`src/rtl/cpu_restart_a20_ctl.sv`:
```
module cpu_restart_a20_ctl #(
  parameter int SYNC_STAGES = 2
) (
  input  logic clk,
  input  logic rst,
  input  logic shutdown_i,
  input  logic ext_kbrst_i,
  input  logic ext_ga20_i,
  input  logic int_kbrst_i,
  input  logic int_ga20_i,
  input  logic emu_kbrst_i,
  input  logic emu_ga20_i,
  input  logic fsc_wr_i,
  input  logic fsc_wdata_i,
  input  logic spc_wr_i,
  input  logic spc_wdata_i,
  input  logic cfg_int_kbc_en_i,
  input  logic cfg_ga20_emu_i,
  input  logic cfg_kbrst_emu_i,
  input  logic cfg_fsc_rst_en_i,
  input  logic cfg_redir_en_i,
  input  logic cfg_redir_arm_i,
  output logic cpu_rst_o,
  output logic smi_o,
  output logic ga20_o,
  output logic ga20_upd_o
);

  logic [SYNC_STAGES-1:0] kb_sync, ga_sync;
  logic shut_q, kb_q, fsc_q;
  logic kb_sel, ga_sel;

  always_comb begin
    if (cfg_kbrst_emu_i)       kb_sel = emu_kbrst_i;
    else if (cfg_int_kbc_en_i) kb_sel = int_kbrst_i;
    else                       kb_sel = kb_sync[SYNC_STAGES-1];
    if (cfg_ga20_emu_i)        ga_sel = emu_ga20_i;
    else if (cfg_int_kbc_en_i) ga_sel = int_ga20_i;
    else                       ga_sel = ga_sync[SYNC_STAGES-1];
  end

  wire redir    = cfg_redir_en_i & cfg_redir_arm_i;
  wire req_shut = shutdown_i & ~shut_q;
  wire req_kb   = kb_sel & ~kb_q;
  wire req_fsc  = fsc_wr_i & fsc_wdata_i & ~fsc_q & cfg_fsc_rst_en_i;
  wire req_spc  = spc_wr_i & spc_wdata_i;
  wire req_any  = req_shut | req_kb | req_fsc | req_spc;

  always_ff @(posedge clk) begin
    if (rst) begin
      kb_sync    <= '0;
      ga_sync    <= '0;
      shut_q     <= 1'b0;
      kb_q       <= 1'b0;
      fsc_q      <= 1'b0;
      cpu_rst_o  <= 1'b0;
      smi_o      <= 1'b0;
      ga20_o     <= 1'b0;
      ga20_upd_o <= 1'b0;
    end else begin
      kb_sync    <= {kb_sync[SYNC_STAGES-2:0], ext_kbrst_i};
      ga_sync    <= {ga_sync[SYNC_STAGES-2:0], ext_ga20_i};
      shut_q     <= shutdown_i;
      kb_q       <= kb_sel;
      if (fsc_wr_i) fsc_q <= fsc_wdata_i;
      cpu_rst_o  <= req_any & ~redir;
      smi_o      <= req_any & redir;
      ga20_o     <= ga_sel;
      ga20_upd_o <= ga_sel ^ ga20_o;
    end
  end

  assert_excl_R6: assert property (@(posedge clk) disable iff (rst)
    !(cpu_rst_o && smi_o));

  assert_redir_R6: assert property (@(posedge clk) disable iff (rst)
    (cfg_redir_en_i && cfg_redir_arm_i) |=> !cpu_rst_o);

  assert_spc_R5: assert property (@(posedge clk) disable iff (rst)
    (spc_wr_i && spc_wdata_i) |=> (cpu_rst_o || smi_o));

  assert_shut_R3: assert property (@(posedge clk) disable iff (rst)
    $rose(shutdown_i) |=> (cpu_rst_o || smi_o));

  assert_upd_R8: assert property (@(posedge clk) disable iff (rst)
    ga20_upd_o |-> (ga20_o != $past(ga20_o)));

  assert_hold_R8: assert property (@(posedge clk) disable iff (rst)
    !ga20_upd_o |-> $stable(ga20_o));

endmodule

```
`config.mk`:
```
export PLATFORM = sky130hd
export DESIGN_NAME = cpu_restart_a20_ctl
export DESIGN_NICKNAME = d
export VERILOG_FILES = /design/src/rtl/cpu_restart_a20_ctl.sv
export SDC_FILE = /design/constraint.sdc
export NUM_CORES = 1
export LEC_CHECK = 0
export BUFFER_PORTS_ARGS = -buffer_cell sky130_fd_sc_hd__buf_2
export CORE_AREA = 4 4 41 43
export CTS_CLUSTER_DIAMETER = 100
export DETAILED_ROUTE_END_ITERATION = 10
export DIE_AREA = 0 0 45 47
export GPL_ROUTABILITY_DRIVEN = 0
export GPL_TIMING_DRIVEN = 0
export HOLD_SLACK_MARGIN = 0.06
export PLACE_DENSITY = 0.66
export SYNTH_ARGS = -nofsm -noshare
export SYNTH_HDL_FRONTEND = slang
export SYNTH_SLANG_ARGS = --single-unit
```
`constraint.sdc`:
```
create_clock -name clk -period 1.1 [get_ports clk]
set_input_delay 0.22 -clock clk [delete_from_list [all_inputs] [get_ports clk]]
set_output_delay 0.22 -clock clk [all_outputs]
set_load 0.005 [all_outputs]
```
# Yosys cells after proc, flatten, opt, wreduce, memory -nomap -nowiden
# Cells that the tools add are included.
# totals
output_inout_bits,4
ff_bits,11
wordCells,30
inputBits,19
# classes
n_mux,4
bitwise,17
# op_table
op,count
AND 1 bit,9
two-way mux 1 bit,4
NOT 1 bit,4
OR 1 bit,3
XOR 1 bit,1

# Longest topological paths before layout
# Gate-level depths: netlist (run 1).
# logic_depth
word_depth,7
mapped_depth,3
mapped_depth_nobuf,3

# Least setup slack after synthesis (run 1)
# Ideal clock, no wire load.
# synth_path
path_kind,register -> register
startpoint,register ga_sync[1]
endpoint,register ga20_upd_o
setup_slack_ns,0.108
stages_incl_launch_ff,4
setup_time_ns,0.071
arrival_time_ns,0.922
required_time_ns,1.029
cell_sequence,dfxtp_1 -> mux2_4 -> a211o_1 -> a21oi_1
# synth_via
elab_chain_cells,3
# synth_rtl
element,line_no,text
"start, declared",29,"logic [SYNC_STAGES-1:0] kb_sync, ga_sync;"
"start signal, assigned",62,"ga_sync <= {ga_sync[SYNC_STAGES-2:0], ext_ga20_i};"
two-way mux 1 bit,38,else if (cfg_int_kbc_en_i) ga_sel = int_ga20_i;
two-way mux 1 bit,37,if (cfg_ga20_emu_i) ga_sel = emu_ga20_i;
XOR 1 bit,69,ga20_upd_o <= ga_sel ^ ga20_o;
"end signal, assigned",69,
"end, declared",26,output logic ga20_upd_o
# Every way passes these cells.
# A chain may end at the register's enable or synchronous reset.

# Final worst setup path (run 1)
# Ends and elaborated chain as after synthesis.

==> results.md, run 1 <==
- Status: complete, no violations
- Share of cells above drive strength 1: 43.48%
- Synth async-reset ratio: 0%
- Largest net degree at the start of global routing: 11
- Via count: roughly 400
- Clock Sinks: 11
- Placed insts: 80
- CP top delay family: compound AO/OA/AOI/OAI gates
- CP Data Required Time: ~1300 ps
- Port Buffer Count: 22
- Critical path class: flop to flop
- Synth top area cells: dfxtp_1, nor2b_1, nand2b_1
- Final hold viol count: 0
- Slew HR: between 70% and 80%
- Initial Utilization: between 30% and 40%
- Hold Path Class: input port to flop
- Final net count: a little under 90
- Worst skew pair latency: roughly 260 ps
- Synth Cell Area: between 400 and 500 um^2
- Sequential share of the synthesized area: 51.61%
- CTS max path bufs: 2
- DRC: 0
- Global-route wire length before repair: ~1500 um
- Detailed Place HPWL: between 600 and 700 um
- Antenna diodes: 0
- Post-synthesis register bit count: 11
- Final Util: a little under half
- Inserted Clock Buffers: 3
- Fmax achieved: about 950 MHz
- Static Leak: between 0.2 and 0.3 nW
- Largest area contributor in the netlist: dfxtp_1
- Synth Instances: between 40 and 50
- Fill count: 140
- Slowest cell on crit path: a211o_1
- Clock transition at the registers of the reported paths: 70 ps
- P per Cell Area: roughly 1400 mW/mm^2
- Area delta synth->final: 39.88%
- Total gr overflow: 0
- Setup crit end kind: flop
- Router iterations before antenna repair: 1
- Worst vdd ir: roughly 0.85 mV
- IO Count: 23
- Crit path launch type: flop
- Clock Skew: between 1 and 1.5 ps
- Overall die area: approximately 0.0021 mm^2
- Worst Path Buf+Inv: 0
- Layout Cells excl Fill: 84
- Worst Max-Slew Pin Slew: 413.3 ps
- Max cap viols: 0
- Distinct cell type count after synthesis: 22
- Setup-failing EPs final: 0
- CP peak stage delay: approximately 310 ps
- Total Routing Usage GR: 9.897%
- Post-synth EDFFs: 0
- Syn_area_per_cell: 9.922 um^2
- Min Tclk post-route: between 1000 and 1500 ps
- FP Rows: 13
- Antenna viol nets, final: 0
- Number of global-route vias before repair: between 300 and 400
- Predominant post-synthesis flop cell: dfxtp_1
- Tcrit/Tclk final: a little over nine tenths
- CTS tree: yes
- Routed length per placed instance: approximately 10 um
- Final Max Slew Viols: 0
- CP cell instances: mux2_4 -> a211o_1 -> a21oi_2
- Ys Warns: 0
- Worst Path Arrival: roughly 1300 ps
- Via/cell ratio: between 4 and 5
- Chip width: about 45 um
- Mapped Nets: 62
- Die height: 47 um
- Max FO, Critical Path: 3
- Yosys top cell area share: roughly half
- WL final: slightly below 900 um
- Core region area: about 0.0013 mm^2
- Number of antenna violations at the first check in global routing: 0
- Htree depth: 1
- Clock Tree Root: clkbuf_4
- Initial DRC Count: 0
-- cells by family (layout without fill, tap and decap cells) --
kind of cell / Yosys count / count (layout) / synth area share [%]
simple gates: 18 / 18 / 25.51
flops: 11 / 11 / 51.61
compound gates: 8 / 8 / 13.49
buf+inv: 4 / 30 / 3.518
mux: 2 / 2 / 5.864
-- synth_stat cells (all sizes together), types with 2 or more instances --
cell	n
nor2b	5
nand2b	3
dfxtp	11
inv	3
a21oi	2
nor2	3
-- path summary, 6_finish.rpt --
kind / from / to / slack, ps / cells after the start
setup / recovery: ga_sync[1] / ga20_upd_o / 50 / 3
hold / removal: ext_kbrst_i / kb_sync[0] / 170 / 2
setup reg to reg: ga_sync[1] / ga20_upd_o / 50 / 3
hold reg to reg: ga_sync[0] / ga_sync[1] / 440 / 1
-- report_power, final --
group          switching (W)  internal [W]  leakage, nW
sequential        0.00000588      0.000423       0.0912
clock               0.000124      0.000140       0.0150
combinational      0.0000524     0.0000658        0.176
-- final cells by class --
type                    count  area [um^2]  share of cell area [%]
flip-flops and latches     11        220.2                   36.90
repair buffers             22        110.1                   18.45
inverters                   3        11.26                   1.887
multi-input cells          28        206.4                   34.59
well taps                  15        18.77                   3.145
clock buffers               4        26.28                   4.403
plain buffers               1        3.754                  0.6289
-- per-layer routing --
metal  wire (um)  global-route usage (%)  up-vias
met5           0                       0        -
met4           0                   1.754        0
met3         108                   6.897        0
met2         429                   16.67       18
met1         341                   10.30      176
li1            -                       -      201
-- placed cells by master (no fill, tap or decap), types with 2 or more instances in the layout --
cell      instances
inv_1             3
buf_2            22
clkbuf_1          2
nand2b_1          3
clkbuf_4          3
nor2b_1           5
nor2_1            3
dfxtp_1          11
-- metrics by stage --
| stage | hold slack [ps] | cell area (um^2) | total power (W) | setup TNS [ps] | setup slack [ps] |
|---|---|---|---|---|---|
| 2_1_floorplan | 348.2 | 426.7 | 0.0004941 | 0 | 107.6 |
| 3_3_place_gp | 416.9 | 555.5 | 0.0005469 | -165.6 | -76.18 |
| 3_5_place_dp | 427.9 | 555.5 | 0.0005495 | -225.1 | -95.28 |
| 4_1_cts | 162.1 | 586.8 | 0.0008215 | 0 | 22.18 |
| 5_1_grt | 157.5 | 596.8 | 0.0008674 | -12.40 | -12.40 |
| 6_report | 169.2 | 596.8 | 0.0008114 | 0 | 49.38 |
-- repair_timing --
| item | CTS | global route |
|---|---|---|
| endpoints found under the setup margin | 1 | 3 |
| hold buffers | 0 | 0 |
| pin swaps | 0 | 0 |
| buffers inserted | 0 | 0 |
| resized for setup | 1 | 2 |
-- flip-flops by register name, summed over array words and instances, names as in the netlist --
name,count
ga_sync,2
kb_sync,2
cpu_rst_o,1
fsc_q,1
ga20_o,1
ga20_upd_o,1
kb_q,1
shut_q,1
smi_o,1
Power figures use the tool's default switching activity.
==> run 2, diff against run 1 <==
--- a/config.mk
+++ b/config.mk
@@ -12,7 +12,7 @@
 export DIE_AREA = 0 0 45 47
 export GPL_ROUTABILITY_DRIVEN = 0
 export GPL_TIMING_DRIVEN = 0
-export HOLD_SLACK_MARGIN = 0.06
+export HOLD_SLACK_MARGIN = 0.1
 export PLACE_DENSITY = 0.66
 export SYNTH_ARGS = -nofsm -noshare
 export SYNTH_HDL_FRONTEND = slang
==> constraint.sdc (replaced) <==
create_clock -name clk -period 1.18 [get_ports clk]
set_input_delay 0.236 -clock clk [delete_from_list [all_inputs] [get_ports clk]]
set_output_delay 0.236 -clock clk [all_outputs]
set_load 0.005 [all_outputs]
==> results.md, run 2 (synthesized netlist as in run 1, its figures left out) <==
- Status: complete, no violations
- Largest regs: ga_sync x2, kb_sync x2
- WL final: 819 um
- Pint: 0.0005835 W
- Setup total negative slack: 0 ps
- Sw frac: roughly 22%
- Comb power frac: between 10 and 15%
- Initial Utilization: 32.79%
- Slew HR: around three quarters
- Max cap viols: 0
- Antenna viol nets, final: 0
- Layout Cells excl Fill: between 80 and 90
- Via count: 386
- Final net count: 89
- Chip width: 45 um
- Share of cells above drive strength 1: about two fifths
- Number of global-route vias before repair: 389
- CTS max path bufs: 2
- Area delta synth->final: 36.36%
- Worst vdd ir: 0.7874 mV
- Detailed Place HPWL: between 600 and 700 um
- Sequential Power Share: a little over half
- Router iterations before antenna repair: 2
- Most common cell after layout, fill and taps aside: buf_2
- Clock Sinks: 11
- Static Leak: between 0.2 and 0.3 nW
- Finished layout cell area: 581.8 um^2
- Placed insts: 80
- FF-to-FF setup slack: around 66 ps
- Most frequent cells in the layout: buf_2, dfxtp_1, nor2b_1
- Largest net degree at the start of global routing: 11
- Critical path class: flop to flop
- Initial DRC Count: 4
- P per Cell Area: 1287 mW/mm^2
- Global-route wire length before repair: ~1500 um
- Setup crit end kind: flop
- Setup-failing EPs final: 0
- GRT busiest layer: met2
- Final hold viol count: 0
- FP Rows: 13
- Switching Power: between 0.00015 and 0.0002 W
- Min Tclk post-route: 1114 ps
- Post-CTS setup buffer count: 0
- DRC: 0
- Fmax achieved: approximately 900 MHz
- Overall die area: about 0.0021 mm^2
- Total gr overflow: 0
- Met1 Resource Use GR: roughly 9.6%
- Total power: roughly 0.00075 W
- IO Count: 23
- RSZ-0062 raised after global routing: no
- Clock Skew: around 0.53 ps
- Met2 usage: between 10% and 20%
- Tcrit/Tclk final: 94.40%
- Worst Max-Slew Pin Slew: ~400 ps
- Number of antenna violations at the first check in global routing: 0
- Max FO, Critical Path: 3
- Placement Cell Area: approximately 560 um^2
- Hold Path Class: input port to flop
- Worst Path Arrival: 1240 ps
- Clock Tree Root: clkbuf_4
- Die height: roughly 47 um
- Crit path launch type: flop
- Core region area: ~0.0013 mm^2
- Worst skew pair latency: approximately 260 ps
- Inserted Clock Buffers: 3
- Routed length per placed instance: 9.750 um
- Post-CTS sizing: 0
- Htree depth: 1
- Met3 Use GR: under 10%
- Clock transition at the registers of the reported paths: around 60 ps
- Total Routing Usage GR: under 10%
- Antenna diodes: 0
- CP Data Required Time: roughly 1300 ps
- CTS tree: yes
- Clk pwr share: between 30% and 40%
- Final Max Slew Viols: 0
- Via/cell ratio: ~4.6
- Port Buffer Count: 22
- Hold buffers post-CTS: 0
==> run 2: cell type report <==
cell class	instances	area (um^2)
plain buffers	1	3.754
clock buffers	4	26.28
fillers	140	719.4
inverters	3	11.26
multi-input cells	28	191.4
flip-flops and latches	11	220.2
well taps	15	18.77
repair buffers	22	110.1
==> run 2: power groups by stage <==
stage / logic (W) / clock network (W) / registers (W)
floorplan: 0.0000507 / 0 / 0.000410
global placement: 0.000102 / 0 / 0.000408
detailed placement: 0.000103 / 0 / 0.000409
CTS: 0.000104 / 0.000260 / 0.000400
global route: 0.000117 / 0.000281 / 0.000403
finish: 0.000102 / 0.000246 / 0.000400
==> run 2: per-stage QoR <==
stage	hold slack [ps]	setup slack, ps	util [%]
final	186.0	66.06	44.71
after detailed placement	427.9	-31.28	42.69
after global placement	416.9	-12.18	42.69
after floorplan	364.2	187.6	-
after CTS	178.1	62.24	44.71
after global routing	173.5	19.53	44.71
==> run 2: critical path, cell delays in order, from the launching register on <==
cell	delay (ps)
dfxtp_1	290
and2b_2	170
a211oi_1	370
o32ai_1	140
==> run 2: metal layers <==
| metal | vias up | part of all wire, % | wire length [um] |
|---|---|---|---|
| met2 | 18 | 46 | 379 |
| met3 | 0 | 14 | 114 |
| li1 | 200 | - | - |
| met4 | 0 | 0 | 0 |
| met5 | - | 0 | 0 |
| met1 | 168 | 40 | 325 |
==> run 2: path summary, 6_finish.rpt <==
path	startpoint	to	cells past startpoint
setup / recovery	kb_sync[1]	smi_o	3
setup reg to reg	kb_sync[1]	smi_o	3
hold / removal	ext_kbrst_i	kb_sync[0]	2
hold reg to reg	ga_sync[0]	ga_sync[1]	1
==> run 3, diff against run 2 <==
--- a/config.mk
+++ b/config.mk
@@ -13,7 +13,7 @@
 export GPL_ROUTABILITY_DRIVEN = 0
 export GPL_TIMING_DRIVEN = 0
 export HOLD_SLACK_MARGIN = 0.1
-export PLACE_DENSITY = 0.66
+export PLACE_DENSITY = 0.64
 export SYNTH_ARGS = -nofsm -noshare
 export SYNTH_HDL_FRONTEND = slang
 export SYNTH_SLANG_ARGS = --single-unit
==> results.md, run 3 (synthesized netlist as in run 1, its figures left out) <==
- Chip width: approximately 45 um
- Comb power frac: ~14%
- Hold Path Class: input port to flop
- Inserted Clock Buffers: 3
- Layout Cells excl Fill: 84
- Detailed Place HPWL: roughly 700 um
- FF-to-FF setup slack: between 100 and 150 ps
- Slowest cell on crit path: dfxtp_1
- Max FO, Critical Path: 3
- FP Rows: 13
- Number of global-route vias before repair: ~350
- Sequential Power Share: between 50% and 60%
- Number of antenna violations at the first check in global routing: 0
- CTS tree: yes
- Crit path launch type: flop
- WL final: around 830 um
- Hold EP: ga_sync[0]
- Clk pwr share: 33.0%
- R2r endpoint: ga20_upd_o
- P per Cell Area: approximately 1300 mW/mm^2
- Pint: about 0.00058 W
- CTS max path bufs: 2
- DRC: 0
- Setup crit end kind: flop
- Htree depth: 1
- RR Startpoint: ga_sync[1]
- Critical path class: flop to flop
- Initial Utilization: approximately 33%
- Clock Sinks: 11
- Tcrit/Tclk final: approximately nine tenths
- Switching Power: around 0.00018 W
- Die height: between 40 and 50 um
- Global-route wire length before repair: ~1200 um
- Overall die area: 0.002115 mm^2
- Worst Path Arrival: between 1000 and 1500 ps
- Final hold viol count: 0
- Total power: 0.0007578 W
- Port Buffer Count: 22
- Worst skew pair latency: roughly 270 ps
- CP Data Required Time: between 1000 and 1500 ps
- Post-CTS setup buffer count: 0
- RSZ-0062 raised after global routing: no
- Hold_sp: ext_ga20_i
- Via count: 384
- Initial DRC Count: 4
- CP top delay family: compound AO/OA/AOI/OAI gates
- Final Util: roughly 46%
- Hold path depth: 2
- Slew HR: ~73%
- Clock Tree Root: clkbuf_4
- Total gr overflow: 0
- Static Leak: 0.2844 nW
- Core region area: around 0.0013 mm^2
- Via/cell ratio: between 4 and 5
- Clock transition at the registers of the reported paths: 70 ps
- CP cell instances: mux2_4 -> a211o_1 -> a21oi_1
- IO Count: 23
- Final net count: 89
- Router iterations before antenna repair: 2
- Most frequent cells in the layout: buf_2, dfxtp_1, nor2b_1
- Antenna viol nets, final: 0
- Final Max Slew Viols: 0
- Hold buffers post-CTS: 0
- Share of cells above drive strength 1: a little over two fifths
- Worst Path Buf+Inv: 0
- Status: complete, no violations
- Setup-failing EPs final: 0
- Fmax achieved: 945.0 MHz
- CP peak stage delay: roughly 300 ps
- Antenna diodes: 0
- Min Tclk post-route: roughly 1100 ps
- Most common cell after layout, fill and taps aside: buf_2
- Reg2reg path depth: 3
- Clock Skew: between 3 and 4 ps
- Area delta synth->final: 39.30%
- Sw frac: a little under a quarter
- Routed length per placed instance: around 9.9 um
- Worst Max-Slew Pin Slew: about 400 ps
- Largest net degree at the start of global routing: 11
- Post-CTS sizing: 0
- Worst vdd ir: 0.6760 mV
- Largest regs: ga_sync x2, kb_sync x2
- Placed insts: 80
- Total Routing Usage GR: about 8.3%
- Max cap viols: 0
run 3: cell type report:
class                      instances  area (um^2)
fill                             136        706.9
buffer                             1        3.754
timing repair buffer              22        110.1
clock inverter                     1        5.005
tap                               15        18.77
multi-input combinational         28        202.7
sequential                        11        220.2
inverter                           3        11.26
clock buffer                       3        22.52
run 3: how the worst max path moves through the flow:
| stage | from | end | slack [ps] | cells after the start |
|---|---|---|---|---|
| final | ga_sync[1] | ga20_upd_o | 120 | 3 |
| after detailed placement | cfg_int_kbc_en_i | smi_o | -40 | 4 |
| after CTS | fsc_q | smi_o | 30 | 3 |
| after floorplan | ga_sync[1] | ga20_upd_o | 190 | 3 |
| after global placement | cfg_int_kbc_en_i | smi_o | -10 | 4 |
| after global routing | fsc_q | smi_o | 70 | 3 |
run 3: through the flow:
step                      cell area (um^2)  hold WS (ps)  setup slack, ps  TNS, ps
after floorplan                      426.7         364.2            187.6        0
after global placement               555.5         418.3           -11.02   -11.02
after detailed placement             555.5         426.8           -41.27   -41.27
after CTS                            583.1         163.1            28.27        0
after global routing                 594.3         161.7            71.53        0
final                                594.3         172.4            121.8        0
run 3: metal layers:
layer / wire (um) / track usage, % / part of all wire, % / up-vias
met5: 0 / 0 / 0 / -
met4: 0 / 1.754 / 0 / 0
met3: 113 / 5.747 / 14 / 0
met2: 373 / 14.41 / 45 / 20
met1: 345 / 8.295 / 41 / 162
li1: - / - / - / 202
run 3: power groups by stage:
stage | Combinational, W | Sequential [W] | Clock [W]
floorplan | 0.0000507 | 0.000410 | 0
global placement | 0.000102 | 0.000408 | 0
detailed placement | 0.000105 | 0.000409 | 0
CTS | 0.000105 | 0.000400 | 0.000266
global route | 0.000122 | 0.000401 | 0.000281
finish | 0.000108 | 0.000400 | 0.000250
